`config.mk`:
```
export PLATFORM = sky130hd
export DESIGN_NAME = smbblk_buffer
export DESIGN_NICKNAME = d
export VERILOG_FILES = /design/src/rtl/smbblk_pkg.sv /design/src/rtl/smbblk_ptr.sv /design/src/rtl/smbblk_store.sv /design/src/rtl/smbblk_len_ok.sv /design/src/rtl/smbblk_buffer.sv
export SDC_FILE = /design/constraint.sdc
export NUM_CORES = 1
export LEC_CHECK = 0
export BUFFER_PORTS_ARGS = -buffer_cell sky130_fd_sc_hd__buf_2
export CORE_MARGIN = 2
export CORE_UTILIZATION = 40
export CTS_CLUSTER_SIZE = 30
export DETAILED_ROUTE_END_ITERATION = 8
export PLACE_DENSITY = 0.53
export SYNTH_ARGS = -nofsm -noshare
export SYNTH_HDL_FRONTEND = slang
export SYNTH_HIERARCHICAL = 1
export SYNTH_SLANG_ARGS = --single-unit
```
`constraint.sdc`:
```
create_clock -name clk -period 7.2 [get_ports clk]
set_input_delay 0.72 -clock clk [delete_from_list [all_inputs] [get_ports clk]]
set_output_delay 0.72 -clock clk [all_outputs]
set_load 0.1 [all_outputs]
```
`src/rtl/smbblk_pkg.sv`:
```
package smbblk_pkg;

    localparam int BYTE_W = 8;
    localparam int ADDR_W = 4;

    // register offsets seen by the host
    localparam logic [ADDR_W-1:0] OFS_STATUS = 4'd0;
    localparam logic [ADDR_W-1:0] OFS_CTRL   = 4'd2;
    localparam logic [ADDR_W-1:0] OFS_COUNT  = 4'd5;
    localparam logic [ADDR_W-1:0] OFS_PORT   = 4'd7;
    localparam logic [ADDR_W-1:0] OFS_AUX    = 4'd13;

    localparam int STS_FAIL_BIT  = 4;
    localparam int AUX_BUFEN_BIT = 1;

    typedef struct packed {
        logic [BYTE_W-1:0] ctrl;
        logic [BYTE_W-1:0] count;
        logic              fail;
        logic              bufen;
        logic              abort;
    } regs_t;

endpackage

```
`src/rtl/smbblk_ptr.sv`:
```
module smbblk_ptr #(
    parameter int DEPTH = 32,
    localparam int IW = $clog2(DEPTH)
) (
    input  logic          clk,
    input  logic          rst_n,
    input  logic          clear,
    input  logic          step,
    output logic [IW-1:0] idx
);
    localparam logic [IW-1:0] LAST = IW'(DEPTH - 1);

    logic [IW-1:0] idx_d, idx_q;

    always_comb begin
        idx_d = idx_q;
        if (clear)
            idx_d = '0;
        else if (step && idx_q != LAST)
            idx_d = idx_q + 1'b1;
    end

    always_ff @(posedge clk or negedge rst_n) begin
        if (!rst_n) idx_q <= '0;
        else        idx_q <= idx_d;
    end

    assign idx = idx_q;
endmodule

```
`src/rtl/smbblk_store.sv`:
```
module smbblk_store #(
    parameter int DEPTH = 32,
    parameter int DW    = 8,
    localparam int IW = $clog2(DEPTH)
) (
    input  logic          clk,
    input  logic          rst_n,
    input  logic          we,
    input  logic [IW-1:0] addr,
    input  logic [DW-1:0] wdata,
    output logic [DW-1:0] rdata
);
    logic [DW-1:0] mem_q [DEPTH];

    for (genvar g = 0; g < DEPTH; g++) begin : g_entry
        logic [DW-1:0] ent_d;
        always_comb begin
            ent_d = mem_q[g];
            if (we && addr == IW'(g))
                ent_d = wdata;
        end
        always_ff @(posedge clk or negedge rst_n) begin
            if (!rst_n) mem_q[g] <= '0;
            else        mem_q[g] <= ent_d;
        end
    end

    assign rdata = mem_q[addr];
endmodule

```
`src/rtl/smbblk_len_ok.sv`:
```
module smbblk_len_ok #(
    parameter int DEPTH = 32,
    parameter int DW    = 8
) (
    input  logic [DW-1:0] len,
    output logic          ok
);
    always_comb ok = (len != '0) && (int'(len) <= DEPTH);
endmodule

```
`src/rtl/smbblk_buffer.sv`:
```
module smbblk_buffer
    import smbblk_pkg::*;
#(
    parameter int DEPTH = 32
) (
    input  logic              clk,
    input  logic              rst_n,
    input  logic              reg_wr,
    input  logic              reg_rd,
    input  logic [ADDR_W-1:0] reg_addr,
    input  logic [BYTE_W-1:0] reg_wdata,
    output logic [BYTE_W-1:0] reg_rdata,
    input  logic              seq_start,
    input  logic              seq_tx_req,
    output logic [BYTE_W-1:0] seq_tx_data,
    input  logic              seq_rx_valid,
    input  logic              seq_rx_first,
    input  logic [BYTE_W-1:0] seq_rx_data,
    output logic              seq_abort
);
    localparam int IW = $clog2(DEPTH);

    regs_t st_d, st_q;

    logic [IW-1:0]     idx_q;
    logic [BYTE_W-1:0] mem_rdata;
    logic              len_ok;
    logic              port_wr, port_rd, ctrl_rd;
    logic              rx_first, rx_byte, tx_step;
    logic              idx_clear, idx_step;
    logic              mem_we;
    logic [BYTE_W-1:0] mem_wdata;

    // access decode
    always_comb begin
        port_wr   = reg_wr && reg_addr == OFS_PORT;
        port_rd   = reg_rd && reg_addr == OFS_PORT;
        ctrl_rd   = reg_rd && reg_addr == OFS_CTRL;
        rx_first  = st_q.bufen && seq_rx_valid && seq_rx_first;
        rx_byte   = st_q.bufen && seq_rx_valid && !seq_rx_first;
        tx_step   = st_q.bufen && seq_tx_req;
        idx_clear = ctrl_rd || seq_start || (rx_first && len_ok);
        idx_step  = st_q.bufen && (port_wr || port_rd || tx_step || rx_byte);
        mem_we    = rx_byte || (st_q.bufen && port_wr);
        mem_wdata = rx_byte ? seq_rx_data : reg_wdata;
    end

    smbblk_len_ok #(.DEPTH(DEPTH), .DW(BYTE_W)) u_len (
        .len (seq_rx_data),
        .ok  (len_ok)
    );

    smbblk_ptr #(.DEPTH(DEPTH)) u_ptr (
        .clk   (clk),
        .rst_n (rst_n),
        .clear (idx_clear),
        .step  (idx_step),
        .idx   (idx_q)
    );

    smbblk_store #(.DEPTH(DEPTH), .DW(BYTE_W)) u_store (
        .clk   (clk),
        .rst_n (rst_n),
        .we    (mem_we),
        .addr  (idx_q),
        .wdata (mem_wdata),
        .rdata (mem_rdata)
    );

    // next register state
    always_comb begin
        st_d       = st_q;
        st_d.abort = 1'b0;
        if (reg_wr) begin
            case (reg_addr)
                OFS_CTRL:   st_d.ctrl  = reg_wdata;
                OFS_COUNT:  st_d.count = reg_wdata;
                OFS_AUX:    st_d.bufen = reg_wdata[AUX_BUFEN_BIT];
                OFS_STATUS: if (reg_wdata[STS_FAIL_BIT]) st_d.fail = 1'b0;
                default: ;
            endcase
        end
        if (rx_first) begin
            if (len_ok) begin
                st_d.count = seq_rx_data;
            end else begin
                st_d.fail  = 1'b1;
                st_d.abort = 1'b1;
            end
        end
    end

    always_ff @(posedge clk or negedge rst_n) begin
        if (!rst_n) st_q <= '0;
        else        st_q <= st_d;
    end

    // read mux
    always_comb begin
        reg_rdata = '0;
        case (reg_addr)
            OFS_STATUS: reg_rdata[STS_FAIL_BIT]  = st_q.fail;
            OFS_CTRL:   reg_rdata                = st_q.ctrl;
            OFS_COUNT:  reg_rdata                = st_q.count;
            OFS_PORT:   reg_rdata                = st_q.bufen ? mem_rdata : '0;
            OFS_AUX:    reg_rdata[AUX_BUFEN_BIT] = st_q.bufen;
            default:    reg_rdata                = '0;
        endcase
    end

    assign seq_tx_data = st_q.bufen ? mem_rdata : '0;
    assign seq_abort   = st_q.abort;
endmodule

```
==> impl_metrics.ini, run 1 <==
[logic_synthesis]
synth_warnings = 6
yosysTopAreaCell = dfrtp_1
synth-edff-count = 0
syn_avg_cell_area_um2 = 13.6
synthTopCellsByArea = dfrtp_1 52%, mux2_2 24%, mux4_2 6.1%
syn_nets = 1028
synth_cells = 998
netlist_area_um2 = 13600
ys_seq_area_share_pct = 51.7
synth_cell_types = 64
synthArstFlopShare_pct = 100
synth_seq_cells = 280
synth_top_cell_area_share_pct = 51.7
synth_top_flop_cell = dfrtp_1

[die]
dieArea_um2 = 35400
start_util_pct = 40.5
rows = 67
chipWidth_um = 188
core_area_um2 = 33400
io_pins = 45
die_y_um = 188

[worst_setup_path]
critPathTopFamily = simple AND/OR/NAND/NOR gates
slowest_stage = dfrtp_4
cp.depth = 10
arrival_ps = 4060
critPathMaxStageDelay_ps = 920
path_class = reg2out
worstPathRequired_ps = 6480
critPathBufInv = 2
cp_max_fo = 45
r2r_cells = 6
end_kind = primary output
cp-start-kind = register
crit_chain = buf_4 -> nand2b_1 -> or2_2 -> o221ai_1 -> o22ai_1 -> nor2_1 -> and2_1 -> nand2_1 -> nand3_1 -> buf_2
r2r_setup_slack_ps = 3610

[global_route]
met2_usage_pct = 33.3
met3_usage_pct = 3.35
grt_pass1_wl_mm = 54.6
overflow = 0
grt_max_degree = 115
global_route.usage.met1_pct = 27.5
grt_pass1_vias = 8699
antenna_found_initial = 0
grt_use_total_pct = 20.1
busiest_layer = met2

[finish]
nNetsFinal = 1045
fillCellCount = 2987
finalNonFillerCells = 1486
n_antenna_cell = 0
final_area_um2 = 15200
multi_input_area_um2 = 6180
layout-drive-gt1-share_pct = 44.8
ff_latch_area_um2 = 7010
area_growth_syn_to_layout_pct = 11.8

[cts]
clockBufferDepth = 3
numCtsBuffers = 31
clock_sinks = 280
cts_hold_buffers = 0
cts_resized = 0
ctsHtreeMaxLevel = 1
clockRootBuffer = clkbuf_16
insertion_delay_ps = 550
cts_tree = built
clk_pin_slew_ps = 60
cts_setup_buffers = 0

[job]
cap_viol_max_count = 0

[power]
p_leak_nw = 7.06
peakVddDrop_mv = 0.177
fin_total_pwr_mw = 3.93
powerDensity_nw_per_um2 = 259

[routing]
drc_errors = 0
routed_via_density = 5.61
firstDrtPassIters = 5
ant_nets = 0
wirelength_mm = 35.0
post_drt_wl_per_cell_um = 23.6
vias = 8331
drt_iter0_drc = 436

[placed_design]
place_area_um2 = 14100
place.gp.congestion = 0.825
io_buffers = 44
hpwl_mm = 22.7
dpl.cell_count = 1430

[timing]
max_clock_freq_ghz = 0.209
fin_worst_skew_ps = 7.68
hold_viol_final = 0
setup_tns_ps = 0
fin_crit_ps = 4780
grt_setup_unrepaired = no
slew_violations = 0
tightest_slew_ps = 975
slew_headroom_pct = 34.9
hold_ws_ps = 207
finalSetupViolCount = 0
period_share_pct = 66.4

[status]
status = finished clean

[worst_hold_path]
hold_class = in2async
[layer usage]
metal,wire [um],vias up
met5,0,-
met4,718,0
met3,1600,52
met2,16600,188
met1,16100,4393
li1,-,3698
[synthesized netlist by cell type (3+ instances only)]
| library cell | number |
|---|---|
| a21oi_1 | 20 |
| a211oi_1 | 6 |
| nor2_1 | 38 |
| a22oi_1 | 11 |
| nor2_2 | 11 |
| nand3b_1 | 3 |
| o2111ai_1 | 3 |
| o22a_1 | 8 |
| dfrtp_1 | 280 |
| buf_2 | 16 |
| mux2_2 | 290 |
| nand3_1 | 12 |
| mux2i_1 | 40 |
| o221ai_1 | 4 |
| nand2_1 | 46 |
| a221oi_1 | 3 |
| nand4_1 | 4 |
| clkbuf_1 | 41 |
| nor2_4 | 3 |
| buf_4 | 13 |
| and2_1 | 8 |
| a2bb2oi_1 | 3 |
| o211ai_1 | 4 |
| mux4_2 | 37 |
| nand2b_1 | 11 |
| a31oi_1 | 12 |
| o22ai_1 | 4 |
| o21ai_0 | 11 |
| nor2b_1 | 10 |
[metrics by stage]
| step | utilization (%) | worst slack [ps] |
|---|---|---|
| 4_1_cts | 45.3 | 2410 |
| 6_report | 45.3 | 2420 |
| 3_3_place_gp | 42.2 | 3100 |
| 3_5_place_dp | 42.2 | 3030 |
| 2_1_floorplan | - | 2530 |
| 5_1_grt | 45.3 | 2200 |
[registers in the layout, summed over array words and instances (netlist names)]
signal         flops
st_q              18
u_store/mem_q    256
u_ptr/idx          5
seq_abort          1
[report_power, final]
part / switching (mW) / internal, mW / total, mW
Combinational: 0.397 / 0.189 / 0.586
Sequential: 0.0546 / 1.65 / 1.70
Clock: 0.632 / 1.01 / 1.64
[final cells by class]
cell class	count	share of cell area, %
Multi-Input combinational cell	641	40.8
Sequential cell	280	46.3
Inverter	3	0.0743
Clock inverter	9	0.974
Clock buffer	47	6.04
Tap cell	448	3.70
Timing Repair Buffer	58	2.21
[cell families after synthesis]
group / share of synthesized area [%]
AO/OA/AOI/OAI: 4.65
XOR/XNOR: 0.129
adder cells (fa/ha/maj): 0.184
buffers and inverters: 2.76
flip-flops: 51.7
multiplexers: 33.3
AND/OR/NAND/NOR: 7.27
[final timing paths]
check | from | to
setup / recovery | u_ptr/idx[1]$_DFFE_PN0P_ | reg_rdata[3]
hold / removal | rst_n | st_q[17]$_DFFE_PN0P_
setup reg to reg | st_q[1]$_DFFE_PN0P_ | u_store/mem_q[194]$_DFFE_PN0P_
hold reg to reg | st_q[2]$_DFF_PN0_ | st_q[2]$_DFF_PN0_
max in group asynchronous | rst_n | u_store/mem_q[90]$_DFFE_PN0P_
min in group clk | reg_wdata[2] | st_q[13]$_DFFE_PN0P_
[worst reg2reg max path, cell delays in order (launching register included)]
cell	delay, ps
dfrtp_1	600
nand3b_1	490
nand2_1	450
nand2b_1	330
or2_1	410
nor2b_1	790
mux2_2	420
[placed cells by master, fill, tap and decap left out, drive strengths merged, types with 11 or more instances in the layout]
cell / count
clkbuf: 47
nand2b: 11
nand2: 48
mux4: 37
dfrtp: 280
a21oi: 20
mux2i: 40
nand3: 13
a31oi: 12
o21ai: 11
buf: 58
mux2: 292
nor2: 52
a22oi: 11
Note: power is estimated with default switching activity, not from simulation.
==> run 2: changes to the inputs <==
==> constraint.sdc (replaced) <==
create_clock -name clk -period 4.6 [get_ports clk]
set_input_delay 0.46 -clock clk [delete_from_list [all_inputs] [get_ports clk]]
set_output_delay 0.46 -clock clk [all_outputs]
set_load 0.1 [all_outputs]
==> run 2 against run 1 <==
  * The run now ends with hold timing left
  * Via count grew 0.50%
  * Cell count fell by 0.13%
  * Worst setup slack worse by 2000 ps
  * Sequential share of layout area up 0.25 points
  * Combinational power increased by 57%
  * Non-clock buffer count fell by 2
  * Count of clock-buffer cells in the layout grew 4
  * Critical path type unchanged
  * Largest cell class unchanged
  * Largest power group unchanged
==> impl_metrics.ini, run 2 (synthesized netlist as in run 1, its figures left out) <==
[power]
p_seq_share_pct = 44.9
peakVddDrop_mv = 0.264
p_int_mw = 4.27
clkPwrFrac_pct = 39.7
powerDensity_nw_per_um2 = 395
pwr-share-comb_pct = 15.5
p_leak_nw = 7.01
switching_share_pct = 28.4
fin_total_pwr_mw = 5.95
p_sw_mw = 1.69

[global_route]
grt_pass1_wl_mm = 54.9
busiest_layer = met2
grt_max_degree = 121
grt_pass1_vias = 8574
antenna_found_initial = 0
grt_use_total_pct = 20.2
met2_usage_pct = 32.5
global_route.usage.met1_pct = 29.0
met3_usage_pct = 2.75
overflow = 0

[finish]
finalNonFillerCells = 1484
final_area_um2 = 15100
postLayoutCoreUtil_pct = 45.1
n_antenna_cell = 0
regMostFlops = u_store/mem_q
ff_latch_area_um2 = 7010
multi_input_area_um2 = 6180
layout.cells.most_common = mux2_2
area_growth_syn_to_layout_pct = 11.2
most-common-layout-cells = 290 x mux2_2, 276 x dfrtp_1, 46 x nand2_1
nNetsFinal = 1043
layout-drive-gt1-share_pct = 44.1
largest_register_ffs = 256
fillCellCount = 3026

[worst_setup_path]
r2r_cells = 6
critPathTopFamily = compound AO/OA/AOI/OAI gates
crit_chain = mux4_2 -> a221oi_1 -> a2bb2oi_1 -> and2_1 -> a221o_1 -> buf_2
critPathMaxStageDelay_ps = 840
worstPathRequired_ps = 4140
r2r_setup_slack_ps = 1320
arrival_ps = 3710
critPathBufInv = 1
cp_max_fo = 36
slowest_stage = dfrtp_4
critical_path.reg2reg.endpoint = u_store/mem_q[164]$_DFFE_PN0P_
crit_start = u_ptr/idx[1]$_DFFE_PN0P_
cp-start-kind = register
end_kind = primary output
r2r-start = st_q[1]$_DFFE_PN0P_
path_class = reg2out

[die]
dieArea_um2 = 35400
die_y_um = 188
start_util_pct = 40.5
core_area_um2 = 33400
chipWidth_um = 188
rows = 67
io_pins = 45

[placed_design]
hpwl_mm = 23.1
place_area_um2 = 14100
dpl.cell_count = 1428
io_buffers = 44
place_ws_ps = 1020
place.gp.congestion = 0.847

[timing]
finalSetupViolCount = 0
slew_violations = 0
setup_tns_ps = 0
max_clock_freq_ghz = 0.240
hold_viol_final = 6
hold_ws_ps = -22.7
tightest_slew_ps = 944
fin_worst_skew_ps = 19.6
grt_setup_unrepaired = no
final.setup.worst_slack_ps = 427
slew_headroom_pct = 37.0
period_share_pct = 90.7
fin_crit_ps = 4170

[routing]
firstDrtPassIters = 6
drt_iter0_drc = 512
post_drt_wl_per_cell_um = 23.8
drc_errors = 0
ant_nets = 0
wirelength_mm = 35.3
vias = 8373
routed_via_density = 5.64

[cts]
numCtsBuffers = 31
cts_resized = 0
ctsHtreeMaxLevel = 1
clockBufferDepth = 3
insertion_delay_ps = 560
cts_hold_buffers = 0
cts_setup_buffers = 0
clockRootBuffer = clkbuf_16
clk_pin_slew_ps = 60
clock_sinks = 280
cts_tree = built

[job]
cap_viol_max_count = 0

[status]
status = complete, but fails checks
failed_checks = hold timing

[worst_hold_path]
hold_class = in2async
==> run 2: cell types whose count changed in the layout (fill, tap and decap cells not counted), sizes merged <==
cell	change
clkbuf	+4
bufinv	-3
clkinvlp	-1
buf	-2
==> run 2: cell type report <==
cell class                      count  share of cell area [%]
Tap cell                          448                    3.72
Clock inverter                      5                   0.332
Clock buffer                       51                    6.04
Sequential cell                   280                    46.5
Inverter                            3                  0.0746
Timing Repair Buffer               56                    2.37
Multi-Input combinational cell    641                    41.0
==> run 2: power groups by stage <==
| stage | Combinational [mW] | Clock [mW] | Sequential [mW] |
|---|---|---|---|
| floorplan | 0.660 | 0 | 2.67 |
| global placement | 0.921 | 0 | 2.71 |
| global route | 0.990 | 2.55 | 2.69 |
| finish | 0.921 | 2.36 | 2.67 |
| detailed placement | 0.922 | 0 | 2.71 |
| CTS | 0.925 | 2.44 | 2.67 |
==> run 2: per-layer routing <==
layer	wire, um	share of wire (%)
met1	16500	47
met2	16300	46
met3	1660	4.7
met4	802	2.3
met5	0	0
==> run 2: worst max-delay path by stage <==
stage,endpoint,cells past startpoint
3_3_place_gp,reg_rdata[1],9
2_1_floorplan,reg_rdata[1],9
4_1_cts,reg_rdata[1],8
5_1_grt,reg_rdata[1],8
3_5_place_dp,reg_rdata[1],8
6_report,reg_rdata[4],6
==> run 3: changes to the inputs <==
--- a/config.mk
+++ b/config.mk
@@ -6,11 +6,12 @@
 export NUM_CORES = 1
 export LEC_CHECK = 0
 export BUFFER_PORTS_ARGS = -buffer_cell sky130_fd_sc_hd__buf_2
-export CORE_MARGIN = 2
+export CORE_MARGIN = 1
 export CORE_UTILIZATION = 40
 export CTS_CLUSTER_SIZE = 30
 export DETAILED_ROUTE_END_ITERATION = 8
 export PLACE_DENSITY = 0.53
+export SLEW_MARGIN = 20
 export SYNTH_ARGS = -nofsm -noshare
 export SYNTH_HDL_FRONTEND = slang
 export SYNTH_HIERARCHICAL = 1
==> constraint.sdc (replaced) <==
create_clock -name clk -period 4.38 [get_ports clk]
set_input_delay 0.438 -clock clk [delete_from_list [all_inputs] [get_ports clk]]
set_output_delay 0.438 -clock clk [all_outputs]
set_load 0.1 [all_outputs]
==> run 3 against run 2 <==
  * The run now ends clean
  * Critical path depth grew 3
  * Worst hold slack gained 190 ps
  * Combinational power grew 6.2%
  * Critical endpoint is now reg_rdata[1]
  * Largest power group unchanged
  * Highest routed layer unchanged
==> impl_metrics.ini, run 3 (synthesized netlist as in run 1, its figures left out) <==
[status]
status = finished clean

[routing]
ant_nets = 0
post_drt_wl_per_cell_um = 23.3
wirelength_mm = 34.8
drc_errors = 0
routed_via_density = 5.54
vias = 8276
drt_iter0_drc = 499
firstDrtPassIters = 4

[worst_setup_path]
path_class = reg2out
critical_path.reg2reg.endpoint = u_store/mem_q[136]$_DFFE_PN0P_
r2r-start = u_ptr/idx[3]$_DFFE_PN0P_
r2r_cells = 4
crit_path_end = reg_rdata[1]
cp_max_fo = 36
arrival_ps = 3570
end_kind = primary output
r2r_setup_slack_ps = 1430
crit_start = u_ptr/idx[1]$_DFFE_PN0P_
worstPathRequired_ps = 3940
cp-start-kind = register

[cts]
insertion_delay_ps = 570
clockBufferDepth = 3
clockRootBuffer = clkbuf_16
cts_resized = 0
cts_setup_buffers = 0
numCtsBuffers = 31
ctsHtreeMaxLevel = 1
clk_pin_slew_ps = 60
clock_sinks = 280
cts_tree = built

[timing]
setup_tns_ps = 0
slew_violations = 0
fin_worst_skew_ps = 17.7
grt_setup_unrepaired = no
period_share_pct = 91.6
max_clock_freq_ghz = 0.249
fin_crit_ps = 4010
hold_viol_final = 0
tightest_slew_ps = 1070
slew_headroom_pct = 28.0
finalSetupViolCount = 0

[finish]
layout.cells.most_common = mux2_2
area_growth_syn_to_layout_pct = 12.1
layout-drive-gt1-share_pct = 45.5
n_antenna_cell = 0
postLayoutCoreUtil_pct = 45.4
regMostFlops = u_store/mem_q
largest_register_ffs = 256
nNetsFinal = 1053
most-common-layout-cells = 290 x mux2_2, 276 x dfrtp_1, 46 x nand2_1
fillCellCount = 3019

[die]
chipWidth_um = 186
start_util_pct = 40.5
rows = 67
die_y_um = 186
core_area_um2 = 33400
io_pins = 45
dieArea_um2 = 34600

[global_route]
grt_use_total_pct = 20.9
antenna_found_initial = 1
grt_pass1_vias = 8520
grt_max_degree = 104
grt_pass1_wl_mm = 54.1
overflow = 0

[worst_hold_path]
hold_class = in2reg
min_path_cells = 2

[power]
powerDensity_nw_per_um2 = 419
peakVddDrop_mv = 0.279
p_leak_nw = 7.09

[placed_design]
hpwl_mm = 22.8
place.gp.congestion = 0.836
io_buffers = 44

[job]
cap_viol_max_count = 0
[run 3: cell count changes in the layout (fill, tap and decap cells not counted), sizes merged]
cell         delta
buf             +9
clkbuf          -5
clkinv          +2
clkinvlp        +1
dlygate4sd3     +1
inv             +1
[run 3: how the worst min path moves through the flow]
stage | from | to | slack (ps)
after floorplan | rst_n | seq_abort$_DFF_PN0_ | 140
after global routing | reg_wdata[2] | st_q[13]$_DFFE_PN0P_ | 150
after detailed placement | st_q[2]$_DFF_PN0_ | st_q[2]$_DFF_PN0_ | 460
final | reg_wdata[7] | st_q[18]$_DFFE_PN0P_ | 160
after CTS | reg_wdata[3] | st_q[14]$_DFFE_PN0P_ | 130
after global placement | u_store/mem_q[6]$_DFFE_PN0P_ | u_store/mem_q[6]$_DFFE_PN0P_ | 470
[run 3: repair_timing]
item,in CTS,in global routing
setup endpoints to repair,0,0
hold buffers,1,0
hold endpoints to repair,99,0
[run 3: final cells by class]
| type | count | area [um^2] | share of cell area (%) |
|---|---|---|---|
| multi-input cells | 641 | 6180 | 40.7 |
| flip-flops and latches | 280 | 7010 | 46.1 |
| well taps | 448 | 561 | 3.69 |
| inverters | 3 | 11.3 | 0.0741 |
| clock inverters | 9 | 80.1 | 0.527 |
| clock buffers | 46 | 942 | 6.20 |
| repair buffers | 66 | 410 | 2.70 |
[run 3: per-stage QoR]
stage / setup WS [ps] / cells / hold WS, ps / area [um^2] / power [mW]
after floorplan: 674 / 998 / 142 / 13600 / 3.49
after global placement: 951 / 1437 / 467 / 14200 / 3.82
after detailed placement: 962 / 1437 / 463 / 14200 / 3.82
after CTS: 336 / 1493 / 134 / 15200 / 6.43
after global routing: 191 / 1493 / 150 / 15200 / 6.61
final: 369 / 1493 / 163 / 15200 / 6.36
[run 3: per-layer routing]
layer / routed length, um / track usage, % / vias up
li1: - / - / 3706
met2: 16200 / 33.3 / 176
met3: 1530 / 2.55 / 37
met5: 0 / 0 / -
met4: 548 / 4.59 / 0
met1: 16500 / 30.5 / 4357
[run 3: worst max-delay path, stage by stage (launching register included)]
cell and delay (ps):
dfrtp_4 860, buf_4 370, mux4_2 240, mux2i_1 70
nor2_1 160, a2bb2oi_1 360, nand2_1 90, mux2_2 270
o21ai_1 130, buf_2 440
[run 3: power breakdown]
part           total, mW  internal [mW]  switching (mW)
clock               2.58           1.53            1.05
combinational      0.978          0.318           0.660
sequential          2.80           2.71          0.0930
total               6.36           4.56            1.80
